--- config.mk ---
export PLATFORM = sky130hd
export DESIGN_NAME = ptt_sequencer
export DESIGN_NICKNAME = d
export VERILOG_FILES = /design/src/rtl/ptt_seq_pkg.sv /design/src/rtl/ptt_sync.sv /design/src/rtl/ptt_settle_timer.sv /design/src/rtl/ptt_seq_ctrl.sv /design/src/rtl/ptt_sequencer.sv
export SDC_FILE = /design/constraint.sdc
export NUM_CORES = 1
export LEC_CHECK = 0
export BUFFER_PORTS_ARGS = -buffer_cell sky130_fd_sc_hd__buf_2
export CAP_MARGIN = 10
export CORE_UTILIZATION = 35
export DETAILED_ROUTE_END_ITERATION = 10
export GPL_ROUTABILITY_DRIVEN = 0
export GPL_TIMING_DRIVEN = 0
export PLACE_DENSITY = 0.6
export SLEW_MARGIN = 20
export SYNTH_ARGS = -nofsm -noshare
export SYNTH_HDL_FRONTEND = slang
export SYNTH_SLANG_ARGS = --single-unit
export TNS_END_PERCENT = 50
--- constraint.sdc ---
create_clock -name clk -period 1.35 [get_ports clk]
set_clock_uncertainty 0.15 [all_clocks]
set_input_delay 0.2025 -clock clk [delete_from_list [all_inputs] [get_ports clk]]
set_output_delay 0.2025 -clock clk [all_outputs]
set_load 0.05 [all_outputs]
--- src/rtl/ptt_seq_pkg.sv ---
// Shared types for the keyed-transmit sequencer.
// Assumes: nothing beyond IEEE 1800-2017.
package ptt_seq_pkg;

    // Sequencer phases; the order carries no meaning.
    typedef enum logic [2:0] {
        SQ_IDLE      = 3'd0,
        SQ_SETTLE    = 3'd1,
        SQ_KEY_INH   = 3'd2,
        SQ_KEY_PLAIN = 3'd3,
        SQ_RELEASE   = 3'd4
    } seq_state_t;

    // Command line level for a phase.
    function automatic logic phase_inhibits(input seq_state_t s);
        return (s == SQ_SETTLE) || (s == SQ_KEY_INH) || (s == SQ_RELEASE);
    endfunction

    // Push-to-talk active for a phase (active high here, inverted at the pin).
    function automatic logic phase_keys(input seq_state_t s);
        return (s == SQ_KEY_INH) || (s == SQ_KEY_PLAIN);
    endfunction

endpackage

--- src/rtl/ptt_sync.sv ---
// Multi-bit, multi-stage flop synchroniser for independent asynchronous levels.
// Assumes: each bit is a slow level; no bus coherency is needed between bits.
module ptt_sync #(
    parameter int WIDTH  = 2,
    parameter int STAGES = 2
) (
    input  logic             clk,
    input  logic             rst_n,
    input  logic [WIDTH-1:0] d_i,
    output logic [WIDTH-1:0] q_o
);
    logic [WIDTH-1:0] stage_q [STAGES];

    genvar g;
    generate
        for (g = 0; g < STAGES; g++) begin : g_stage
            // Shift each stage one step further from the asynchronous domain.
            always_ff @(posedge clk) begin
                if (!rst_n) begin
                    stage_q[g] <= '0;
                end else if (g == 0) begin
                    stage_q[g] <= d_i;
                end else begin
                    stage_q[g] <= stage_q[(g == 0) ? 0 : g - 1];
                end
            end
        end
    endgenerate

    assign q_o = stage_q[STAGES-1];
endmodule

--- src/rtl/ptt_settle_timer.sv ---
// Counts millisecond tick pulses while enabled and flags when the settle
// delay has been reached. Clears whenever the enable is low.
// Assumes: SETTLE_MS <= MAX_MS.
module ptt_settle_timer #(
    parameter int SETTLE_MS = 50,
    parameter int MAX_MS    = 500
) (
    input  logic clk,
    input  logic rst_n,
    input  logic run_i,
    input  logic tick_i,
    output logic done_o
);
    localparam int CW = $clog2(MAX_MS + 1);
    localparam logic [CW-1:0] LIMIT = CW'(SETTLE_MS);

    logic [CW-1:0] cnt_q;

    assign done_o = (cnt_q >= LIMIT);

    // Advance on each tick while running, saturating at the limit.
    always_ff @(posedge clk) begin
        if (!rst_n || !run_i) begin
            cnt_q <= '0;
        end else if (tick_i && !done_o) begin
            cnt_q <= cnt_q + 1'b1;
        end
    end
endmodule

--- src/rtl/ptt_seq_ctrl.sv ---
// Phase controller: takes the inhibit decision at request start, orders
// command-before-key on entry and key-before-command on exit, and drives
// registered, glitch-free outputs.
// Assumes: req_i and cor_i are already synchronous to clk.
module ptt_seq_ctrl
    import ptt_seq_pkg::*;
(
    input  logic clk,
    input  logic rst_n,
    input  logic req_i,
    input  logic cor_i,
    input  logic tick_i,
    input  logic done_i,
    output logic run_o,
    output logic inhibit_o,
    output logic ptt_n_o
);
    seq_state_t state_q, state_d;

    // Choose the next phase from the current one and the inputs.
    always_comb begin
        state_d = state_q;
        unique case (state_q)
            SQ_IDLE:      if (req_i) state_d = cor_i ? SQ_KEY_PLAIN : SQ_SETTLE;
            SQ_SETTLE:    if (!req_i) state_d = SQ_IDLE;
                          else if (done_i) state_d = SQ_KEY_INH;
            SQ_KEY_INH:   if (!req_i) state_d = SQ_RELEASE;
            SQ_KEY_PLAIN: if (!req_i) state_d = SQ_IDLE;
            SQ_RELEASE:   if (req_i || tick_i) state_d = SQ_IDLE;
            default:      state_d = SQ_IDLE;
        endcase
    end

    // Hold the phase and the pin levels it implies.
    always_ff @(posedge clk) begin
        if (!rst_n) begin
            state_q   <= SQ_IDLE;
            inhibit_o <= 1'b0;
            ptt_n_o   <= 1'b1;
        end else begin
            state_q   <= state_d;
            inhibit_o <= phase_inhibits(state_d);
            ptt_n_o   <= !phase_keys(state_d);
        end
    end

    assign run_o = (state_q == SQ_SETTLE);
endmodule

--- src/rtl/ptt_sequencer.sv ---
// Top level: synchronises the request and carrier inputs, then sequences the
// tone-inhibit command ahead of push-to-talk with a tick-counted settle delay.
// Assumes: ms_tick_i is synchronous to clk and one cycle wide.
module ptt_sequencer #(
    parameter int SETTLE_MS   = 50,
    parameter int MAX_MS      = 500,
    parameter int SYNC_STAGES = 2
) (
    input  logic clk,
    input  logic rst_n,
    input  logic id_req_i,
    input  logic cor_i,
    input  logic ms_tick_i,
    output logic inhibit_o,
    output logic ptt_n_o
);
    logic [1:0] raw_in, sync_in;
    logic       timer_run, timer_done;

    assign raw_in = {cor_i, id_req_i};

    ptt_sync #(.WIDTH(2), .STAGES(SYNC_STAGES)) u_sync (
        .clk   (clk),
        .rst_n (rst_n),
        .d_i   (raw_in),
        .q_o   (sync_in)
    );

    ptt_settle_timer #(.SETTLE_MS(SETTLE_MS), .MAX_MS(MAX_MS)) u_timer (
        .clk    (clk),
        .rst_n  (rst_n),
        .run_i  (timer_run),
        .tick_i (ms_tick_i),
        .done_o (timer_done)
    );

    ptt_seq_ctrl u_ctrl (
        .clk       (clk),
        .rst_n     (rst_n),
        .req_i     (sync_in[0]),
        .cor_i     (sync_in[1]),
        .tick_i    (ms_tick_i),
        .done_i    (timer_done),
        .run_o     (timer_run),
        .inhibit_o (inhibit_o),
        .ptt_n_o   (ptt_n_o)
    );
endmodule

==> summary.txt <==
Outcome
  – Result of the run: finished with violations
  – Violated checks: setup timing

Timing
  – Number of slew-limit violations in the final report: 0
  – Slew Limit Headroom: about three quarters
  – Final period demand of the worst path: about 1.4 ns
  – Highest Clock Rate: ~700 MHz
  – Transition time at the pin with the least slew margin: around 0.35 ns
  – Least setup slack across all paths after layout: -0.0736 ns
  – Endpoints failing hold: 0
  – Endpoints failing setup: 6
  – Fraction of the cycle the final worst path needs: 105%
  – RSZ-0062 raised after global routing: yes

Layout
  – Post-layout util: between 40% and 50%
  – Diode count: 0
  – Area overhead of the layout relative to synthesis: 23.4%
  – Fraction of layout cells with a size suffix above 1: approximately 29%
  – Non-filler cells, final: approximately 110
  – Multi-input gate area in the final layout: about 380 um^2
  – Net count reported at finish: 94
  – Seq. cell area: 367 um^2
  – Fillers: about 210

Logic synthesis
  – Predominant post-synthesis flop cell: sky130_fd_sc_hd__dfxtp_1
  – Post-synthesis sequential area ratio: approximately half
  – FFs w/ async S/R, synth: 0%
  – Syn Nets: 78
  – Top cells by area, synth: sky130_fd_sc_hd__dfxtp_1 (50%), sky130_fd_sc_hd__and2_1 (5.2%), sky130_fd_sc_hd__nor2_1 (4.1%)
  – Top-area cell type share of the netlist area: 49.7%
  – Largest area contributor in the synthesized netlist: sky130_fd_sc_hd__dfxtp_1
  – Area of the mapped netlist: 726 um^2
  – Commonest cells in the synthesized netlist: sky130_fd_sc_hd__dfxtp_1 (18), sky130_fd_sc_hd__nor2_1 (8), sky130_fd_sc_hd__and2_1 (6)
  – Total number of yosys warnings: 0
  – Average cell area after synthesis: 10.2 um^2
  – Post-synth EDFFs: 0
  – Count of unique library cells instantiated by Yosys: 29
  – Flip-flop and latch count after synthesis: 18
  – Instance count of the mapped netlist: 71
  – Most common cell in the synthesized netlist: sky130_fd_sc_hd__dfxtp_1

Pwr
  – P per Cell Area: around 1000 nW/um^2
  – Worst IR Drop VDD: 642 uV
  – Lkg Pwr: 0.362 nW

Floorplanning
  – IO Pins: 7
  – Horiz. Die Dim: around 48 um
  – Row count: 16
  – Starting utilization of the core area: 37.0%
  – Core area: around 2000 um^2
  – Height of the die: 47.5 um
  – Die Outline Area: between 2000 and 2500 um^2

Routing
  – Final ANT Viol Nets: 0
  – WL/cell: roughly 11 um
  – Post-DR vias/cell: approximately 4.7
  – Routed wire length: around 1200 um
  – Number of search-and-repair iterations in the first detailed-routing pass: 4
  – Routed vias: 535
  – 1st-iter DRT viols: 19
  – DR DRC count: 0

Run
  – Number of maximum-capacitance constraint violations: 0

Min path
  – Hold Path Class: input pin to flip-flop
  – Hold-critical path depth: 2
  – Startpoint of the tightest hold check path: rst_n
  – Hold worst-path end: u_sync.stage_q[1][1]

Worst setup path
  – Kind of capture point of the worst setup path: flip-flop
  – Crit-path cells: ha_4 -> nor4_4 -> o21ai_1 -> nor2b_1 -> or3_1
  – Max stage delay cell, worst path: sky130_fd_sc_hd__dfxtp_4
  – Launching point of the worst reg2reg path: u_timer.cnt_q[1]
  – Critical setup path kind: flip-flop to flip-flop
  – Crit path buf inv count: 0
  – Minimum setup slack among reg-to-reg paths: -0.07 ns
  – Worst-path maximum fanout: 5
  – Critical Path Max Stage Delay: 0.40 ns
  – WP data required: around 1.4 ns
  – Worst Path Arrival: roughly 1.5 ns
  – Count of cells along the worst register-to-register path: 5
  – Cell family with most CP delay: simple AND/OR/NAND/NOR gates
  – Startpoint type of the worst setup path: flip-flop
  – Reg-to-reg endpoint: u_ctrl.ptt_n_o

Global route
  – Global-route met2 utilization: around a fifth
  – Initial antenna violation count: 0
  – Met3 capacity usage during global routing: 2.26%
  – Fraction of met1 tracks used by global routing: about 17%
  – Most Used Layer, Global Route: met2
  – Overall track demand over capacity in global routing: approximately an eighth
  – GR Overflow Total: 0
  – Maximum number of pins on one net before global-route repair: 11
  – Via count of the first global-routing pass: between 400 and 500
  – Global-route wire length before repair: around 1900 um

Clock network
  – Number of sinks on the clock net: 18
  – Clock tree from TritonCTS: done
  – Clock insertion delay at the later pin of the skew report: just under 0.3 ns
  – Number of buffers inserted during clock tree synthesis: 3
  – CTS HTree Levels: 1
  – Maximum buffer depth of the clock tree: 2
  – CTS clock-pin slew for the worst setup and hold paths: 0.10 ns
  – Root buffer selected by CTS: sky130_fd_sc_hd__clkbuf_4

Place
  – Placed wire-length estimate: about 800 um
  – Number of placed cells counting well taps: 104
  – Worst setup slack before clock tree synthesis: -0.0759 ns
  – Number of buffers inserted by port buffering: 6
[sequential cells by signal, summed over array words and instances (netlist names)]
register and count:
u_ctrl.inhibit_o 1, u_ctrl.ptt_n_o 1, u_ctrl.state_q 3, u_sync.stage_q 4
u_timer.cnt_q 9
[worst register-to-register path: stages, from the launching register on]
cell and delay (ns):
sky130_fd_sc_hd__dfxtp_4 0.40, sky130_fd_sc_hd__ha_4 0.14, sky130_fd_sc_hd__nor4_4 0.04, sky130_fd_sc_hd__o21ai_1 0.17, sky130_fd_sc_hd__nor2b_1 0.08, sky130_fd_sc_hd__or3_1 0.33
[metal layers]
metal | vias to the layer above | wire length [um] | share of wire (%)
li1 | 277 | - | -
met1 | 251 | 610 | 51
met2 | 5 | 561 | 47
met3 | 2 | 20 | 1.7
met4 | 0 | 14 | 1.2
met5 | - | 0 | 0
[through the flow]
stage / area, um^2 / power [mW] / TNS, ns / hold WS (ns)
CTS: 896 / 0.942 / -0.186 / 0.0223
global placement: 816 / 0.599 / -0.163 / 0.261
finish: 896 / 0.926 / -0.203 / 0.0318
global route: 896 / 0.966 / -0.873 / 0.0342
floorplan: 752 / 0.586 / -0.0172 / 0.174
detailed placement: 816 / 0.599 / -0.201 / 0.263
[logic make-up after synthesis]
logic type | share of synthesized area [%]
AND/OR/NAND/NOR | 30.5
flip-flops | 49.7
AO/OA/AOI/OAI | 10.5
XOR/XNOR | 4.83
buffers and inverters | 1.03
adder cells (fa/ha/maj) | 3.45
[report_power, final]
part	internal (mW)	total (mW)	leakage, nW	switching (mW)
Clock	0.164	0.332	0.0210	0.167
Combinational	0.0276	0.0525	0.193	0.0248
Sequential	0.537	0.542	0.148	0.00454
[worst max-delay path by stage]
stage / from / end / slack, ns / cells after the start
global route: u_timer.cnt_q[0] / u_ctrl.ptt_n_o / -0.15 / 6
detailed placement: u_timer.cnt_q[1] / u_ctrl.ptt_n_o / -0.08 / 5
CTS: u_timer.cnt_q[1] / u_ctrl.ptt_n_o / -0.07 / 5
floorplan: u_timer.cnt_q[1] / u_ctrl.ptt_n_o / -0.02 / 5
global placement: u_timer.cnt_q[1] / u_ctrl.ptt_n_o / -0.08 / 5
finish: u_timer.cnt_q[1] / u_ctrl.ptt_n_o / -0.07 / 5
[final cells by class]
cell class                      instances  area share, %
Tap cell                               27           3.77
Clock buffer                            4           4.05
Multi-Input combinational cell         51           42.3
Sequential cell                        18           40.9
Inverter                                2          0.838
Timing Repair Buffer                   11           8.10
[timing repair]
item	CTS	global route
gates resized for setup	1	0
hold buffers	2	0
hold endpoints to repair	2	0
pin swaps	4	0
setup endpoints to repair	8	8
gates cloned	0	0
setup buffers	3	0
[cells in the final DEF (no fill, tap or decap), types with 2 or more instances in the layout]
| master | instances |
|---|---|
| sky130_fd_sc_hd__nor3_1 | 3 |
| sky130_fd_sc_hd__nand2_1 | 3 |
| sky130_fd_sc_hd__buf_4 | 3 |
| sky130_fd_sc_hd__clkbuf_4 | 3 |
| sky130_fd_sc_hd__dlygate4sd3_1 | 2 |
| sky130_fd_sc_hd__and2_1 | 6 |
| sky130_fd_sc_hd__nor2b_1 | 2 |
| sky130_fd_sc_hd__dfxtp_1 | 15 |
| sky130_fd_sc_hd__buf_2 | 6 |
| sky130_fd_sc_hd__xor2_1 | 3 |
| sky130_fd_sc_hd__dfxtp_2 | 2 |
| sky130_fd_sc_hd__nor2_1 | 8 |
| sky130_fd_sc_hd__and3_1 | 4 |
No activity file was read; power rests on OpenSTA's default activity.
